$ cat config.mk
export PLATFORM = sky130hd
export DESIGN_NAME = dfs_link
export DESIGN_NICKNAME = d
export VERILOG_FILES = /design/src/rtl/dfs_pkg.sv /design/src/rtl/dfs_tx_split.sv /design/src/rtl/dfs_rx_merge.sv /design/src/rtl/dfs_link.sv
export SDC_FILE = /design/constraint.sdc
export NUM_CORES = 1
export LEC_CHECK = 0
export CORE_UTILIZATION = 50
export CTS_CLUSTER_DIAMETER = 200
export CTS_CLUSTER_SIZE = 8
export DETAILED_ROUTE_END_ITERATION = 16
export PLACE_DENSITY = 0.88
export SKIP_LAST_GASP = 1
export SYNTH_ARGS = -nofsm -noshare
export SYNTH_HDL_FRONTEND = slang
export SYNTH_SLANG_ARGS = --single-unit
$ cat constraint.sdc
create_clock -name clk -period 2.1 [get_ports clk]
set_input_delay 0.315 -clock clk [delete_from_list [all_inputs] [get_ports clk]]
set_output_delay 0.315 -clock clk [all_outputs]
set_load 0.005 [all_outputs]
$ cat src/rtl/dfs_pkg.sv
package dfs_pkg;
    typedef enum logic {
        TX_IDLE = 1'b0,
        TX_HIGH = 1'b1
    } tx_st_t;

    typedef enum logic {
        RX_HUNT = 1'b0,
        RX_HOLD = 1'b1
    } rx_st_t;
endpackage

$ cat src/rtl/dfs_tx_split.sv
module dfs_tx_split
    import dfs_pkg::*;
#(
    parameter int SEG_W = 16
) (
    input  logic               clk,
    input  logic               rst_n,
    input  logic               dbl_en,
    input  logic               in_valid,
    input  logic [2*SEG_W-1:0] in_data,
    input  logic               in_flag,
    output logic               in_ready,
    output logic               seg_valid,
    output logic [SEG_W-1:0]   seg_data,
    output logic               seg_flag
);
    localparam int WIDE_W = 2 * SEG_W;

    tx_st_t           state_q, state_d;
    logic [SEG_W-1:0] high_q;
    logic             accept;

    assign in_ready = (state_q == TX_IDLE);
    assign accept   = in_valid && in_ready;

    always_comb begin
        state_d = state_q;
        unique case (state_q)
            TX_IDLE: state_d = (accept && dbl_en) ? TX_HIGH : TX_IDLE;
            TX_HIGH: state_d = TX_IDLE;
        endcase
    end

    always_ff @(posedge clk) begin
        if (!rst_n) state_q <= TX_IDLE;
        else        state_q <= state_d;
    end

    always_ff @(posedge clk) begin
        if (!rst_n) begin
            seg_valid <= 1'b0;
            seg_data  <= '0;
            seg_flag  <= 1'b0;
            high_q    <= '0;
        end else begin
            seg_valid <= 1'b0;
            unique case (state_q)
                TX_IDLE: begin
                    if (accept) begin
                        seg_valid <= 1'b1;
                        seg_data  <= in_data[SEG_W-1:0];
                        seg_flag  <= dbl_en ? 1'b1 : in_flag;
                        high_q    <= in_data[WIDE_W-1:SEG_W];
                    end
                end
                TX_HIGH: begin
                    seg_valid <= 1'b1;
                    seg_data  <= high_q;
                    seg_flag  <= 1'b0;
                end
            endcase
        end
    end


    tx_busy_chk: assert property (@(posedge clk) disable iff (!rst_n)
        (in_valid && in_ready && dbl_en) |=> !in_ready);


    tx_order_chk: assert property (@(posedge clk) disable iff (!rst_n)
        (in_valid && in_ready && dbl_en) |=> (seg_valid && seg_flag) ##1 (seg_valid && !seg_flag));


    tx_single_chk: assert property (@(posedge clk) disable iff (!rst_n)
        (in_valid && in_ready && !dbl_en) |=> (seg_valid && seg_data == $past(in_data[SEG_W-1:0])));
endmodule

$ cat src/rtl/dfs_rx_merge.sv
module dfs_rx_merge
    import dfs_pkg::*;
#(
    parameter int SEG_W = 16
) (
    input  logic               clk,
    input  logic               rst_n,
    input  logic               dbl_en,
    input  logic               seg_valid,
    input  logic               seg_is_data,
    input  logic               seg_flag,
    input  logic [SEG_W-1:0]   seg_data,
    output logic               word_valid,
    output logic [2*SEG_W-1:0] word_data,
    output logic               word_flag,
    output logic               err
);
    localparam int WIDE_W = 2 * SEG_W;

    rx_st_t           state_q, state_d;
    logic [SEG_W-1:0] low_q;
    logic             data_seg;
    logic             fire_single, fire_pair, fire_err, load_low;

    assign data_seg = seg_valid && seg_is_data;

    always_comb begin
        state_d     = state_q;
        fire_single = 1'b0;
        fire_pair   = 1'b0;
        fire_err    = 1'b0;
        load_low    = 1'b0;
        if (!dbl_en) begin
            state_d     = RX_HUNT;
            fire_single = data_seg;
        end else begin
            unique case (state_q)
                RX_HUNT: begin
                    if (data_seg && seg_flag) begin
                        load_low = 1'b1;
                        state_d  = RX_HOLD;
                    end else if (data_seg) begin
                        fire_err = 1'b1;
                    end
                end
                RX_HOLD: begin
                    if (seg_valid && !seg_is_data) begin
                        fire_err = 1'b1;
                        state_d  = RX_HUNT;
                    end else if (data_seg && seg_flag) begin
                        fire_err = 1'b1;
                        load_low = 1'b1;
                    end else if (data_seg) begin
                        fire_pair = 1'b1;
                        state_d   = RX_HUNT;
                    end
                end
            endcase
        end
    end

    always_ff @(posedge clk) begin
        if (!rst_n) state_q <= RX_HUNT;
        else        state_q <= state_d;
    end

    always_ff @(posedge clk) begin
        if (!rst_n) begin
            word_valid <= 1'b0;
            word_data  <= '0;
            word_flag  <= 1'b0;
            err        <= 1'b0;
            low_q      <= '0;
        end else begin
            word_valid <= fire_single || fire_pair;
            err        <= fire_err;
            if (load_low) low_q <= seg_data;
            if (fire_single) begin
                word_data <= {{SEG_W{1'b0}}, seg_data};
                word_flag <= seg_flag;
            end else if (fire_pair) begin
                word_data <= {seg_data, low_q};
                word_flag <= 1'b0;
            end
        end
    end


    err_word_excl_chk: assert property (@(posedge clk) disable iff (!rst_n)
        !(word_valid && err));


    word_src_chk: assert property (@(posedge clk) disable iff (!rst_n)
        word_valid |-> $past(seg_valid && seg_is_data));


    orphan_second_chk: assert property (@(posedge clk) disable iff (!rst_n)
        (dbl_en && state_q == RX_HUNT && seg_valid && seg_is_data && !seg_flag) |=> (err && !word_valid));


    hold_abort_chk: assert property (@(posedge clk) disable iff (!rst_n)
        (dbl_en && state_q == RX_HOLD && seg_valid && !seg_is_data) |=> err);


    repeat_first_chk: assert property (@(posedge clk) disable iff (!rst_n)
        (dbl_en && state_q == RX_HOLD && seg_valid && seg_is_data && seg_flag) |=> (err && state_q == RX_HOLD));


    single_no_err_chk: assert property (@(posedge clk) disable iff (!rst_n)
        !dbl_en |=> !err);
endmodule

$ cat src/rtl/dfs_link.sv
module dfs_link #(
    parameter int SEG_W = 16
) (
    input  logic               clk,
    input  logic               rst_n,
    input  logic               dbl_en,
    input  logic               tx_word_valid,
    input  logic [2*SEG_W-1:0] tx_word_data,
    input  logic               tx_word_flag,
    output logic               tx_word_ready,
    output logic               tx_seg_valid,
    output logic [SEG_W-1:0]   tx_seg_data,
    output logic               tx_seg_flag,
    input  logic               rx_seg_valid,
    input  logic               rx_seg_is_data,
    input  logic               rx_seg_flag,
    input  logic [SEG_W-1:0]   rx_seg_data,
    output logic               rx_word_valid,
    output logic [2*SEG_W-1:0] rx_word_data,
    output logic               rx_word_flag,
    output logic               rx_err
);
    dfs_tx_split #(.SEG_W(SEG_W)) tx_i (
        .clk       (clk),
        .rst_n     (rst_n),
        .dbl_en    (dbl_en),
        .in_valid  (tx_word_valid),
        .in_data   (tx_word_data),
        .in_flag   (tx_word_flag),
        .in_ready  (tx_word_ready),
        .seg_valid (tx_seg_valid),
        .seg_data  (tx_seg_data),
        .seg_flag  (tx_seg_flag)
    );

    dfs_rx_merge #(.SEG_W(SEG_W)) rx_i (
        .clk         (clk),
        .rst_n       (rst_n),
        .dbl_en      (dbl_en),
        .seg_valid   (rx_seg_valid),
        .seg_is_data (rx_seg_is_data),
        .seg_flag    (rx_seg_flag),
        .seg_data    (rx_seg_data),
        .word_valid  (rx_word_valid),
        .word_data   (rx_word_data),
        .word_flag   (rx_word_flag),
        .err         (rx_err)
    );
endmodule

Word-level counts from Yosys, hierarchy flattened
Index checks and enable logic that the tools add are counted.
Widths: inputs -> output; s select.
- equal/unequal tests: 1
- mux-type cells: 29
- bitwise gates (word level): 3
- reductions and logical operators: 11
- operators by type and width (kind ; count):
    $mux 16 ; 3
    $pmux 16 s2 ; 1
    $mux 1 ; 19
    $pmux 1 s2 ; 6
    $logic_and 1x1->1 ; 5
    $reduce_and 2->1 ; 2
    $not 1->1 ; 3
    $ne 2x2->1 const B ; 1
    $reduce_bool 2->1 ; 1
    $reduce_or 2->1 ; 1
    $logic_not 1->1 ; 1
    $logic_or 1x1->1 ; 1
- register bits: 87
- bits of input ports: 56
- output and inout bits: 54
- word-level logic and storage cells: 56

Depth between registers and ports, before layout
Gate-level depths: netlist (run 1).
- depth after elaboration: 8
- depth in mapped cells: 5

Cells and area by module
A second synthesis (run 1) with hierarchy kept.
- cells, all modules: 450
- area, all modules: 3847.4 µm²
- by module, submodules not included (module ; times used ; cells an instance ; area each (µm²) ; sequential area each (µm²)):
    dfs_rx_merge ; 1 ; 298 ; 2484.9 ; 1041.0
    dfs_tx_split ; 1 ; 152 ; 1362.6 ; 700.7

Worst setup path before layout (run 1)
No wires, ideal clock.
- path kind: register -> register
- start point: reg rx_i.state_q
- end point: reg rx_i.word_data[10]
- setup time: 0.118 ns
- data arrival time: 1.063 ns
- slack: 0.919 ns
- stages on the path, launching flop included: 5
- path buffers: 1
- period minus slack after synthesis: 1.181 ns
- cell sequence: dfxtp_1 -> and2b_1 -> nand3_4 -> buf_6 -> o2111a_1
- word-level cells in the longest chain between the ends: 3
- RTL lines (element ; line ; RTL):
    start: declaration ; dfs_rx_merge.sv:20 ; rx_st_t state_q, state_d;
    start signal: assignment ; dfs_rx_merge.sv:64 ; else state_q <= state_d;
    $mux 1 ; dfs_rx_merge.sv:37 ; unique case (state_q)
    $mux 1 ; dfs_rx_merge.sv:33 ; if (!dbl_en) begin
    $reduce_bool 2->1 (no source line) ; -- ;
    end signal: assignment ; dfs_rx_merge.sv:79 ; word_data <= {{SEG_W{1'b0}}, seg_data};
    end signal: assignment ; dfs_rx_merge.sv:82 ; word_data <= {seg_data, low_q};
    end: declaration ; dfs_rx_merge.sv:14 ; output logic [2*SEG_W-1:0] word_data,
Every way passes these cells.
A chain may end at the register's enable or synchronous reset.

Final worst setup path (run 1)
- start point: reg tx_i.state_q
- end point: out tx_word_ready
- word-level cells in the longest chain between the ends: 1
- RTL lines (element ; line ; RTL):
    start: declaration ; dfs_tx_split.sv:19 ; tx_st_t state_q, state_d;
    start signal: assignment ; dfs_tx_split.sv:36 ; else state_q <= state_d;
    $not 1->1 ; dfs_tx_split.sv:23 ; assign in_ready = (state_q == TX_IDLE);
    end: declaration ; dfs_link.sv:10 ; output logic tx_word_ready,
Every way passes these cells.

==> results.md, run 1 <==
- Syn Nets: 466
- F_max: 557 MHz
- Post-synthesis sequential area ratio: 0.481
- ANT cells: 0
- Post-Synth Simple-Gate Area: 0.194
- Gr usage total: 0.256
- Slew Limit Fails: 0
- Port Buffers: 109
- Crit path cell chain: inv_2, clkdlybuf4s50_1
- Critical path class: reg -> out
- Crit path largest cell delay: 580 ps
- R2R depth: 4
- Clock Latency Late Sink: 350 ps
- I/O pin cnt: 110
- Clock Path Buffers: 2
- Drt pass-1 iters: 5
- Gate Count Post-Synth: 410
- Leak Pwr: 1.84 nW
- Outcome: complete, no violations
- Hold depth: 3
- Most frequent cells in the layout: clkdlybuf4s50_1, dfxtp_1, nand2_1
- Number of placement rows: 30
- Switching power: 859 uW
- CTS tree: done
- Worst Path Arrival: 1480 ps
- Hold Buf Count CTS: 0
- H-tree lvl count: 3
- RSZ-0062 raised after global routing: no
- Mux share of post-synthesis cell area: 0.0498
- Setup TNS: 0 ps
- Core area: 6910 um^2
- Initial antenna violation count: 0
- Synth unique cells: 31
- Via count: 3369
- Starting Density: 0.524
- Fin. Hold Viols: 0
- WL final: 9.60 mm
- Share of layout cells above drive strength 1: 0.0720
- Die W: 87.1 um
- Per-cell routed wire length: 15.7 um
- GRT Residual Overflow: 0
- CP Capture Type: output pin
- Postcts setup bufs: 0
- DRC viols: 0
- Adder-Cell Fraction of Synth Area: 0
- CP max-delay cell: clkdlybuf4s50_1
- Detail Route Antenna Nets: 0
- Clock sink count: 87
- Clock transition at path regs: 90 ps
- Final setup violation count: 0
- Combinational power share: 0.147
- Final core occ: 0.714
- Area share of the largest cell type after synthesis: 0.481
- Seq pwr share: 0.529
- Via-per-instance ratio: 5.52
- Fin nets: 565
- Number of global-route vias before repair: 3200
- Area leader, netlist: dfxtp_1
- CTS resizes: 0
- Final instance area: 4930 um^2
- Area after DPL: 4750 um^2
- Slew @ Worst Pin: 740 ps
- RePlAce Congestion: 0.792
- Total die area: 7580 um^2
- Data required time at the worst endpoint: 1780 ps
- #FFs+latches synth: 87
- Root buf cell: clkbuf_8
- Synth Cell Area: 3620 um^2
- Critical Path Fanout Max: 17
- Max VDD drop: 0.000424 V
- Die Ht: 87.1 um
- First-pass GRT wire length: 14.9 mm
- Final min period: 1790 ps
- Synth-to-layout area growth: 36.3%
- Pwr Total: 3.30 mW
- Final period util: 0.855
- Largest net degree at the start of global routing: 49
- Rel. slew slack: 0.505
- XOR/XNOR share of the synthesized area: 0.00242
- DP HPWL: 6.48 mm
- Synth warn: 0
- Most common cell after layout, fill and taps aside: clkdlybuf4s50_1
- 1st-iter DRT viols: 204
- Sw Share: 0.260
- Internal: 2.45 mW
- Num CTS Buffers: 9
- Avg Inst Size Synth: 8.83 um^2
- Largest family of logic cells by synthesized area: compound AO/OA/AOI/OAI gates
- Synth area leaders: dfxtp_1, a21oi_1, nand2_1, mux2_1, o2111a_1
- Setup Skew: 13.0 ps
- Compound-Gate Fraction of Synth Area: 0.215
- Pwr dens: 670 nW/um^2
- Clock network power share: 0.324
- Max-capacitance violation count: 0
- CP Launch Type: flip-flop
- Min-Delay Path Class: in -> reg
- Min Hold Slack: 360 ps
cells in the mapped netlist:
master	number
a2111oi_1	1
a211oi_1	1
a21oi_1	66
a22o_1	16
and2_1	1
and2b_1	1
and3b_1	1
buf_1	4
buf_2	13
buf_4	3
buf_6	5
clkbuf_1	11
dfxtp_1	87
inv_2	2
mux2_1	16
nand2_1	81
nand2_2	1
nand2b_1	3
nand3_1	17
nand3_4	1
nand3b_1	16
nand4_1	1
nor2_1	21
nor2b_1	3
nor3_4	1
nor3b_1	1
o2111a_1	16
o21ai_0	1
o21ai_1	17
o22ai_4	1
xnor2_1	1
worst paths after layout:
kind	from	to	slack, ps
setup / recovery	tx_i.state_q$_SDFF_PP0_	tx_word_ready	310
hold / removal	rst_n	rx_i.err$_SDFF_PN0_	360
setup reg to reg	tx_i.state_q$_SDFF_PP0_	tx_i.high_q[2]$_SDFFE_PN0P_	550
hold reg to reg	tx_i.high_q[14]$_SDFFE_PN0P_	tx_i.seg_data[14]$_SDFFE_PN0P_	460
worst max-delay path, delay by kind of cell (launching register included):
kind	cells	cell delay [ps]
DFF	1	330
buffers and inverters	2	800
area by class of cell:
class / count / area [um^2]
repair buffers: 124 / 1210
clock inverters: 5 / 40.0
fillers: 524 / 1980
flip-flops and latches: 87 / 1740
well taps: 96 / 120
inverters: 2 / 7.51
multi-input cells: 285 / 1670
clock buffers: 11 / 141
layer usage:
| metal | routed length (um) | share of wire | global-route usage |
|---|---|---|---|
| met4 | 289 | 0.030 | 0.132 |
| met3 | 472 | 0.049 | 0.0360 |
| met2 | 4780 | 0.50 | 0.447 |
| met1 | 4060 | 0.42 | 0.305 |
| met5 | 0 | 0 | 0 |
power groups by stage:
stage                     Clock (mW)  Combinational [mW]  Sequential (mW)
after floorplan                    0               0.235             1.78
after global placement             0               0.463             1.78
after detailed placement           0               0.478             1.79
after CTS                       1.08               0.483             1.75
after global routing            1.16               0.524             1.76
final                           1.07               0.485             1.75
kinds of logic (layout without fill, tap and decap cells):
kind of cell,after synthesis,in the layout
buffers and inverters,38,142
and+or+nand+nor,149,149
xor gates and xnor gates,1,1
AOI/OAI and AO/OA,119,119
DFF,87,87
muxes,16,16
stage by stage:
step	instances	setup slack [ps]
6_report	610	305
5_1_grt	610	251
4_1_cts	610	289
3_5_place_dp	594	96.0
3_3_place_gp	594	193
2_1_floorplan	410	919
registers in the layout, indices dropped and copies added, names as in the netlist:
signal	flops
rx_i.err	1
rx_i.low_q	16
rx_i.state_q	1
rx_i.word_data	32
rx_i.word_flag	1
rx_i.word_valid	1
tx_i.high_q	16
tx_i.seg_data	16
tx_i.seg_flag	1
tx_i.seg_valid	1
tx_i.state_q	1
No activity file was read; power rests on OpenSTA's default activity.
==> run 2, diff against run 1 <==
--- a/config.mk
+++ b/config.mk
@@ -9,6 +9,7 @@
 export CTS_CLUSTER_DIAMETER = 200
 export CTS_CLUSTER_SIZE = 8
 export DETAILED_ROUTE_END_ITERATION = 16
+export GPL_ROUTABILITY_DRIVEN = 0
 export PLACE_DENSITY = 0.88
 export SKIP_LAST_GASP = 1
 export SYNTH_ARGS = -nofsm -noshare
==> results of run 2 <==
Final layout, timing and power as in run 1 (identical DEF).
==> run 3, diff against run 2 <==
--- a/config.mk
+++ b/config.mk
@@ -11,7 +11,9 @@
 export DETAILED_ROUTE_END_ITERATION = 16
 export GPL_ROUTABILITY_DRIVEN = 0
 export PLACE_DENSITY = 0.88
+export SKIP_CTS_REPAIR_TIMING = 1
 export SKIP_LAST_GASP = 1
 export SYNTH_ARGS = -nofsm -noshare
 export SYNTH_HDL_FRONTEND = slang
 export SYNTH_SLANG_ARGS = --single-unit
+export TNS_END_PERCENT = 50
==> results of run 3 <==
Final layout, timing and power as in run 1 (identical DEF).
